===== src/rtl/sar_seq_pkg.sv =====
package sar_seq_pkg;
  typedef enum logic [2:0] {
    PH_ACQ    = 3'd0,
    PH_OPEN   = 3'd1,
    PH_DETACH = 3'd2,
    PH_SET    = 3'd3,
    PH_DECIDE = 3'd4
  } phase_e;
endpackage


===== src/rtl/sar_rst_sync.sv =====
module sar_rst_sync #(
  parameter int STAGES = 2
) (
  input  logic clk,
  input  logic rst_n,
  output logic rst_sync_n
);
  logic [STAGES-1:0] chain_q;

  always_ff @(posedge clk or negedge rst_n) begin
    if (!rst_n) chain_q <= '0;
    else        chain_q <= {chain_q[STAGES-2:0], 1'b1};
  end

  assign rst_sync_n = chain_q[STAGES-1];
endmodule


===== src/rtl/sar_phase_ctrl.sv =====
module sar_phase_ctrl
  import sar_seq_pkg::*;
#(
  parameter int N_BITS = 16,
  localparam int IDX_W = $clog2(N_BITS)
) (
  input  logic             clk,
  input  logic             rst_n,
  input  logic             cnv_i,
  output phase_e           phase_o,
  output logic [IDX_W-1:0] idx_o,
  output logic             clr_o,
  output logic             set_en_o,
  output logic [IDX_W-1:0] set_idx_o,
  output logic             decide_o,
  output logic             finish_o,
  output logic             busy_o,
  output logic             done_o
);
  localparam logic [IDX_W-1:0] IDX_TOP = IDX_W'(N_BITS - 1);

  phase_e           phase_q, phase_d;
  logic [IDX_W-1:0] idx_q, idx_d;
  logic             idx_en;
  logic             busy_q, busy_d;
  logic             done_q, done_d;

  // next-state logic
  always_comb begin
    phase_d   = phase_q;
    idx_d     = idx_q;
    idx_en    = 1'b0;
    clr_o     = 1'b0;
    set_en_o  = 1'b0;
    set_idx_o = idx_q;
    decide_o  = 1'b0;
    finish_o  = 1'b0;
    unique case (phase_q)
      PH_ACQ: begin
        if (cnv_i) begin
          phase_d = PH_OPEN;
          clr_o   = 1'b1;
        end
      end
      PH_OPEN:   phase_d = PH_DETACH;
      PH_DETACH: begin
        phase_d   = PH_SET;
        idx_d     = IDX_TOP;
        idx_en    = 1'b1;
        set_en_o  = 1'b1;
        set_idx_o = IDX_TOP;
      end
      PH_SET:    phase_d = PH_DECIDE;
      PH_DECIDE: begin
        decide_o = 1'b1;
        if (idx_q == '0) begin
          phase_d  = PH_ACQ;
          finish_o = 1'b1;
        end else begin
          phase_d   = PH_SET;
          idx_d     = idx_q - 1'b1;
          idx_en    = 1'b1;
          set_en_o  = 1'b1;
          set_idx_o = idx_q - 1'b1;
        end
      end
      default:   phase_d = PH_ACQ;
    endcase
    busy_d = (phase_d != PH_ACQ);
    done_d = finish_o;
  end

  // registers
  always_ff @(posedge clk or negedge rst_n) begin
    if (!rst_n) begin
      phase_q <= PH_ACQ;
      idx_q   <= '0;
      busy_q  <= 1'b0;
      done_q  <= 1'b0;
    end else begin
      phase_q <= phase_d;
      if (idx_en) idx_q <= idx_d;
      busy_q  <= busy_d;
      done_q  <= done_d;
    end
  end

  assign phase_o = phase_q;
  assign idx_o   = idx_q;
  assign busy_o  = busy_q;
  assign done_o  = done_q;
endmodule


===== src/rtl/sar_trial_reg.sv =====
module sar_trial_reg #(
  parameter int N_BITS = 16,
  localparam int IDX_W = $clog2(N_BITS)
) (
  input  logic              clk,
  input  logic              rst_n,
  input  logic              clr_i,
  input  logic              set_en_i,
  input  logic [IDX_W-1:0]  set_idx_i,
  input  logic              decide_i,
  input  logic [IDX_W-1:0]  idx_i,
  input  logic              cmp_i,
  input  logic              finish_i,
  output logic [N_BITS-1:0] trial_o,
  output logic [N_BITS-1:0] code_o
);
  logic [N_BITS-1:0] trial_q, trial_d;
  logic [N_BITS-1:0] code_q, code_d;
  logic              trial_en, code_en;

  always_comb begin
    trial_d = trial_q;
    if (clr_i)              trial_d = '0;
    if (decide_i && cmp_i)  trial_d[idx_i] = 1'b0;
    if (set_en_i)           trial_d[set_idx_i] = 1'b1;
    trial_en = clr_i | decide_i | set_en_i;
    code_en  = finish_i;
    code_d   = trial_d;
  end

  always_ff @(posedge clk or negedge rst_n) begin
    if (!rst_n) begin
      trial_q <= '0;
      code_q  <= '0;
    end else begin
      if (trial_en) trial_q <= trial_d;
      if (code_en)  code_q  <= code_d;
    end
  end

  assign trial_o = trial_q;
  assign code_o  = code_q;
endmodule


===== src/rtl/sar_switch_drv.sv =====
module sar_switch_drv
  import sar_seq_pkg::*;
#(
  parameter int N_BITS = 16
) (
  input  phase_e            phase_i,
  input  logic [N_BITS-1:0] trial_i,
  output logic              gnd_sw_p_o,
  output logic              gnd_sw_n_o,
  output logic [N_BITS-1:0] elem_in_p_o,
  output logic [N_BITS-1:0] elem_in_n_o,
  output logic [N_BITS-1:0] elem_ref_p_o,
  output logic [N_BITS-1:0] elem_ref_n_o
);
  logic              gnd_cl;
  logic              on_in;
  logic              trial_ph;

  always_comb begin
    gnd_cl   = (phase_i == PH_ACQ);
    on_in    = (phase_i == PH_ACQ) || (phase_i == PH_OPEN);
    trial_ph = (phase_i == PH_SET) || (phase_i == PH_DECIDE);
  end

  assign gnd_sw_p_o = gnd_cl;
  assign gnd_sw_n_o = gnd_cl;

  for (genvar b = 0; b < N_BITS; b++) begin : g_elem
    assign elem_in_p_o[b]  = on_in;
    assign elem_in_n_o[b]  = on_in;
    assign elem_ref_p_o[b] = trial_ph &  trial_i[b];
    assign elem_ref_n_o[b] = trial_ph & ~trial_i[b];
  end
endmodule


===== src/rtl/sar_seq.sv =====
module sar_seq
  import sar_seq_pkg::*;
#(
  parameter int N_BITS = 16
) (
  input  logic              clk,
  input  logic              rst_n,
  input  logic              cnv_i,
  input  logic              cmp_i,
  output logic              busy_o,
  output logic              done_o,
  output logic [N_BITS-1:0] code_o,
  output logic              gnd_sw_p_o,
  output logic              gnd_sw_n_o,
  output logic [N_BITS-1:0] elem_in_p_o,
  output logic [N_BITS-1:0] elem_in_n_o,
  output logic [N_BITS-1:0] elem_ref_p_o,
  output logic [N_BITS-1:0] elem_ref_n_o
);
  localparam int IDX_W = $clog2(N_BITS);

  logic              rst_sync_n;
  phase_e            phase;
  logic [IDX_W-1:0]  idx;
  logic              clr, set_en, decide, finish;
  logic [IDX_W-1:0]  set_idx;
  logic [N_BITS-1:0] trial;

  sar_rst_sync #(.STAGES(2)) u_rst (
    .clk        (clk),
    .rst_n      (rst_n),
    .rst_sync_n (rst_sync_n)
  );

  sar_phase_ctrl #(.N_BITS(N_BITS)) u_ctrl (
    .clk       (clk),
    .rst_n     (rst_sync_n),
    .cnv_i     (cnv_i),
    .phase_o   (phase),
    .idx_o     (idx),
    .clr_o     (clr),
    .set_en_o  (set_en),
    .set_idx_o (set_idx),
    .decide_o  (decide),
    .finish_o  (finish),
    .busy_o    (busy_o),
    .done_o    (done_o)
  );

  sar_trial_reg #(.N_BITS(N_BITS)) u_trial (
    .clk       (clk),
    .rst_n     (rst_sync_n),
    .clr_i     (clr),
    .set_en_i  (set_en),
    .set_idx_i (set_idx),
    .decide_i  (decide),
    .idx_i     (idx),
    .cmp_i     (cmp_i),
    .finish_i  (finish),
    .trial_o   (trial),
    .code_o    (code_o)
  );

  sar_switch_drv #(.N_BITS(N_BITS)) u_sw (
    .phase_i      (phase),
    .trial_i      (trial),
    .gnd_sw_p_o   (gnd_sw_p_o),
    .gnd_sw_n_o   (gnd_sw_n_o),
    .elem_in_p_o  (elem_in_p_o),
    .elem_in_n_o  (elem_in_n_o),
    .elem_ref_p_o (elem_ref_p_o),
    .elem_ref_n_o (elem_ref_n_o)
  );
endmodule


===== config.mk =====
export PLATFORM = sky130hd
export DESIGN_NAME = sar_seq
export DESIGN_NICKNAME = d
export VERILOG_FILES = /design/src/rtl/sar_seq_pkg.sv /design/src/rtl/sar_rst_sync.sv /design/src/rtl/sar_phase_ctrl.sv /design/src/rtl/sar_trial_reg.sv /design/src/rtl/sar_switch_drv.sv /design/src/rtl/sar_seq.sv
export SDC_FILE = /design/constraint.sdc
export NUM_CORES = 1
export LEC_CHECK = 0
export ABC_CLOCK_PERIOD_IN_PS = 3910
export BUFFER_PORTS_ARGS = -buffer_cell sky130_fd_sc_hd__buf_2
export CAP_MARGIN = 20
export CORE_UTILIZATION = 25
export CTS_BUF_LIST = sky130_fd_sc_hd__clkbuf_4 sky130_fd_sc_hd__clkbuf_8 sky130_fd_sc_hd__clkbuf_16
export CTS_CLUSTER_DIAMETER = 60
export DETAILED_ROUTE_END_ITERATION = 10
export SETUP_SLACK_MARGIN = 0.02
export SKIP_LAST_GASP = 1
export SLEW_MARGIN = 20
export SYNTH_ARGS = -nofsm -noshare
export SYNTH_HDL_FRONTEND = slang
export SYNTH_SLANG_ARGS = --single-unit

===== constraint.sdc =====
create_clock -name clk -period 3.91 [get_ports clk]
set_input_delay 0.782 -clock clk [delete_from_list [all_inputs] [get_ports clk]]
set_output_delay 0.782 -clock clk [all_outputs]
set_load 0.1 [all_outputs]

# == After elaboration in Yosys (flattened, before gate mapping) ==
# Index checks and enable logic that the tools add are counted.
# Widths: inputs -> output; s select.
# word_totals
regBits,43
inputBits,4
output_inout_bits,84
elab_cells,96
# classes
add_sub_neg,1
magnitude_cmp,4
eq_ne,4
n_mux,19
bitwise,53
n_reduce_logical,8
# op_table
op,n
$mux 16,3
$and 1x1->1,32
$and 16x16->16,1
$not 1->1,16
$not 16->16,1
$or 16x16->16,1
$pmux 3 s5,1
$lt 4x5->1 const B,2
$demux 1 s4,2
$ge 4x1->1 const B,2
$mux 1,8
$pmux 4 s2,1
$eq 3x2->1 const B,2
$logic_not 4->1,1
$mux 4,1
$sub 4x1->4 const B,1
$eq 3x1->1 const B,1
$eq 3x3->1 const B,1
$logic_and 1x1->1,3
$logic_not 3->1,1
$mux 3,1
$reduce_bool 3->1,1
$logic_or 1x1->1,2
$mux 2,1
2 further kinds,3

# == Logic depth before layout (Yosys ltp) ==
# depth
depth_word,9
ltp_mapped,8
mapped_depth_nobuf,7

# == Hierarchy ==
# From an unflattened synthesis, not the netlist that was laid out.
# unflattened
hier_cells,261
area_unflattened_um2,2537.4
# modules_own_cells
module,n_inst,cells_each,area_per_inst_um2,seq_area_each_um2
sar_trial_reg,1,131,1330.0,800.8
sar_switch_drv,1,76,671.9,0.0
sar_phase_ctrl,1,51,481.7,225.2
sar_rst_sync,1,3,53.8,50.0

# == Worst setup path after synthesis ==
# OpenSTA, ideal clock, no wires.
# synth_timing
path_type,reg2out
startpoint,register u_ctrl.phase_q[0] (netlist: u_ctrl.phase_o[0])
endpoint,output gnd_sw_p_o
arrival_time_ns,3.249
setup_slack_ns,-0.121
stages_incl_launch_ff,4
n_path_buf,2
cell_sequence,dfrtp_1 -> clkbuf_1 -> nor3_1 -> buf_4
# synth_via
elab_chain_len,1
# synth_lines
element,line_no,text
"start, declared",sar_phase_ctrl.sv:22,"phase_e phase_q, phase_d;"
"start signal, assigned",sar_phase_ctrl.sv:81,phase_q <= phase_d;
$logic_not 3->1,sar_switch_drv.sv:20,gnd_cl = (phase_i == PH_ACQ);
"end, declared",sar_seq.sv:13,"output logic gnd_sw_p_o,"
# No other way between the ends.

# == Worst setup path in the final report ==
# layout_timing
startpoint,register u_ctrl.phase_q[2] (netlist: u_ctrl.phase_o[2])
endpoint,output elem_ref_p_o[5]
# layout_via
elab_chain_len,3
word_cells_on_any_way,4
classes_between,eq/ne: 2; bitwise: 1; reduce/logical: 1
# layout_lines
element,line_no,text
$eq 3x2->1 / $eq 3x3->1 (equally long branches),sar_switch_drv.sv:22,trial_ph = (phase_i == PH_SET) || (phase_i == PH_DECIDE);
$logic_or 1x1->1 *,sar_switch_drv.sv:22,
$and 1x1->1 *,sar_switch_drv.sv:31,assign elem_ref_p_o[b] = trial_ph & trial_i[b];
"end, declared",sar_seq.sv:17,"output logic [N_BITS-1:0] elem_ref_p_o,"
# Mark *: on every way between the ends. The rest lies on a longest branch, timed or not.

==> results.py <==
metrics = {
    "global_route": {
        "grt_antenna_before_repair": 0,
        "largest_net_degree_at_the_start_of_global_routing": 42,
        "global_route.usage.total": 0.111,
        "grt_first_pass_wirelength_mm": 8.58,
        "grt_overflow": 0,
        "first_global_vias": 1678,
    },
    "logic_synthesis": {
        "netlist_area_sq_mm": 0.00237,
        "syn-mean-instance-area_sq_um": 9.28,
        "synth_fa_ha_area_frac": 0.0211,
        "synth-warning-count": 0,
        "synth_cells": 256,
        "synthDistinctLibCells": 42,
        "synth_async_sr_flop_share": 1.00,
        "muxShareOfSynthArea": 0.00474,
        "post_synth_and_or_nand_nor_area_fraction": 0.205,
        "complex_gate_fraction_of_the_synthesized_area": 0.150,
        "synth_top_family_by_area": "simple AND/OR/NAND/NOR gates",
        "mappedNetlistNets": 264,
        "yosys_register_bits": 43,
        "synth_flop_cell": "sky130_fd_sc_hd__dfrtp_1",
        "post-synth-top-area-cell": "sky130_fd_sc_hd__dfrtp_1",
        "post_synth_xor_area_fraction": 0.00369,
        "post-synth-top-area-fraction": 0.453,
        "synth.yosys.seq_area_share": 0.453,
        "synthTopCellsByArea": "sky130_fd_sc_hd__dfrtp_1 45%, sky130_fd_sc_hd__buf_4 11%, sky130_fd_sc_hd__o31ai_1 4.4%",
        "synth-edff-count": 0,
    },
    "critical_path": {
        "setup.worst_path.start_class": "flop",
        "critical_path_class": "reg2out",
        "critPathSlowestCell": "sky130_fd_sc_hd__dfrtp_1",
        "timing.critical_path.cells": "inv_1 -> and3_1 -> a21oi_2 -> buf_4 -> nor2b_1 -> buf_2",
        "crit_path_end_kind": "primary output",
        "cp.buffers_inverters": 3,
        "largest_fanout_on_the_critical_path": 32,
        "cp.arrival_ns": 1.94,
        "worstPathRequired_ns": 3.13,
        "slowest_delay_ns": 0.50,
        "worst_path_dominant_cell_family": "buffers and inverters",
    },
    "placed_design": {
        "dp_worst_setup_slack_ns": 1.34,
        "detailed_place_hpwl_mm": 3.84,
        "portBuffers": 87,
        "gpl.final_weighted_congestion": 0.788,
        "placedCellCount": 424,
    },
    "floorplan": {
        "ioPinCount": 88,
        "die_h_um": 99.5,
        "initial_core_util": 0.257,
        "fp.dieArea_sq_mm": 0.00989,
        "num_rows": 35,
        "coreArea_sq_mm": 0.00924,
        "die_w_um": 99.5,
    },
    "clock_network": {
        "cts.path.max_buffers": 2,
        "numCtsBuffers": 5,
        "root_buffer": "sky130_fd_sc_hd__clkbuf_8",
        "cts_setup_buffers": 0,
        "postCtsHoldBufs": 0,
        "clock_tree.htree_level_count": 2,
        "cts_tree": "done",
        "ctsResizeCount": 0,
        "worst_skew_pair.late_latency_ns": 0.30,
        "numClockSinks": 43,
        "cts.reportedPaths.clkPinSlew_ns": 0.07,
    },
    "timing": {
        "hold_viol": 0,
        "tcrit_tclk_final": 0.696,
        "timing.final.max_slew_violations": 0,
        "setup_viol_count_final": 0,
        "post-route-min-period_ns": 2.72,
        "timing.clock.skew_ns": 0.0102,
        "relSlewSlack": 0.448,
        "post-route-worst-setup-slack_ns": 1.19,
        "setup-tns-final_ns": 0,
        "rsz0062_at_grt": "false",
        "worstMarginPinSlew_ns": 0.828,
        "fmax_mhz": 367,
    },
    "route": {
        "via_count": 1894,
        "drt-pass1-iter-count": 4,
        "detail_route.iter0.violations": 129,
        "drc": 0,
        "drt-total-wl_mm": 5.37,
        "drt-wirelength-per-cell_um": 12.4,
        "routed_via_density": 4.38,
        "drtAntennaViolNets": 0,
    },
    "final_layout": {
        "most_common_cell_after_layout_fill_and_taps_aside": "sky130_fd_sc_hd__buf_2",
        "final_layout_size_suffix_gt1_frac": 0.363,
        "num-nets-final": 310,
        "synthToLayoutAreaGrowth_pct": 15.6,
        "finish.utilization": 0.297,
        "final_cell_mix": "87 x sky130_fd_sc_hd__buf_2, 43 x sky130_fd_sc_hd__dfrtp_1, 24 x sky130_fd_sc_hd__nand2_1, 22 x sky130_fd_sc_hd__nor2_1, 17 x sky130_fd_sc_hd__o21ai_0",
        "antenna-diode-count": 0,
        "stdcell_count": 432,
    },
    "status": {
        "status": "completed",
    },
    "min_path": {
        "timing.hold.worst.class": "in2async",
    },
    "job": {
        "timing.max_cap.violations": 0,
    },
}
## metrics by stage
step | hold slack, ns | cell area, sq um
final | 0.261 | 2750
after global routing | 0.247 | 2750
after CTS | 0.247 | 2750
after detailed placement | 0.339 | 2660
after global placement | 0.326 | 2660
after floorplan | 0.331 | 2380
## layout make-up
class	count	area, sq um
inverter	9	36.3
multi-input combinational	153	926
tap	129	161
timing repair buffer	90	458
clock buffer	6	76.3
clock inverter	2	12.5
fill	1007	6490
sequential	43	1080
## state kept, by name, summed over array words and instances, names as in the netlist
name / flops
u_ctrl.phase_o: 3
u_ctrl.idx_o: 4
u_trial.trial_o: 16
u_ctrl.busy_o: 1
u_trial.code_o: 16
u_rst.chain_q: 2
u_ctrl.done_o: 1
## cells by family (layout without fill, tap and decap cells)
group	after synthesis	in the layout
XOR/XNOR	1	1
AND/OR/NAND/NOR	95	95
AO/OA/AOI/OAI	51	51
multiplexers	1	1
adder cells (fa/ha/maj)	4	4
flip-flops	43	43
other	1	1
buffers and inverters	60	107
## cell usage after synthesis, types with 2 or more instances
cell type and count:
sky130_fd_sc_hd__a21oi_1 3, sky130_fd_sc_hd__dfrtp_1 43, sky130_fd_sc_hd__o211ai_1 2, sky130_fd_sc_hd__or3_4 2, sky130_fd_sc_hd__nand3_1 14, sky130_fd_sc_hd__inv_1 7
sky130_fd_sc_hd__nand4_1 4, sky130_fd_sc_hd__nor2b_1 16, sky130_fd_sc_hd__ha_1 4, sky130_fd_sc_hd__a21o_1 4, sky130_fd_sc_hd__o311ai_0 3, sky130_fd_sc_hd__o21ai_0 17
sky130_fd_sc_hd__and3_1 2, sky130_fd_sc_hd__buf_4 34, sky130_fd_sc_hd__nand2_1 24, sky130_fd_sc_hd__buf_2 3, sky130_fd_sc_hd__nor2_1 22, sky130_fd_sc_hd__clkbuf_1 11
sky130_fd_sc_hd__nor3_1 3, sky130_fd_sc_hd__buf_6 3, sky130_fd_sc_hd__o31ai_1 14
## final timing paths
check | startpoint | endpoint | cells past startpoint | slack [ns]
worst max register to register | u_ctrl.idx_o[0]$_DFFE_PN0P_ | u_trial.code_o[9]$_DFFE_PN0P_ | 6 | 1.34
max in group asynchronous | u_rst.chain_q[1]$_DFF_PN0_ | u_trial.code_o[5]$_DFFE_PN0P_ | 1 | 3.25
worst min register to register | u_rst.chain_q[1]$_DFF_PN0_ | u_ctrl.idx_o[0]$_DFFE_PN0P_ | 1 | 0.31
min in group clk | u_rst.chain_q[0]$_DFF_PN0_ | u_rst.chain_q[1]$_DFF_PN0_ | 0 | 0.36
worst min-delay path | rst_n | u_rst.chain_q[1]$_DFF_PN0_ | 1 | 0.26
worst max-delay path | u_ctrl.phase_o[2]$_DFF_PN0_ | elem_ref_p_o[5] | 6 | 1.19
## metal layers
layer | wire [um] | vias to the layer above | GRT usage | share of wire
li1 | - | 934 | - | -
met1 | 2350 | 864 | 0.145 | 0.44
met3 | 400 | 6 | 0.0218 | 0.074
met2 | 2520 | 90 | 0.179 | 0.47
met5 | 0 | - | 0 | 0
met4 | 94 | 0 | 0.0509 | 0.017
Power is left out: the tool's default activity adds up to more than one toggle a clock period on the data nets, which glitch-free logic cannot reach.
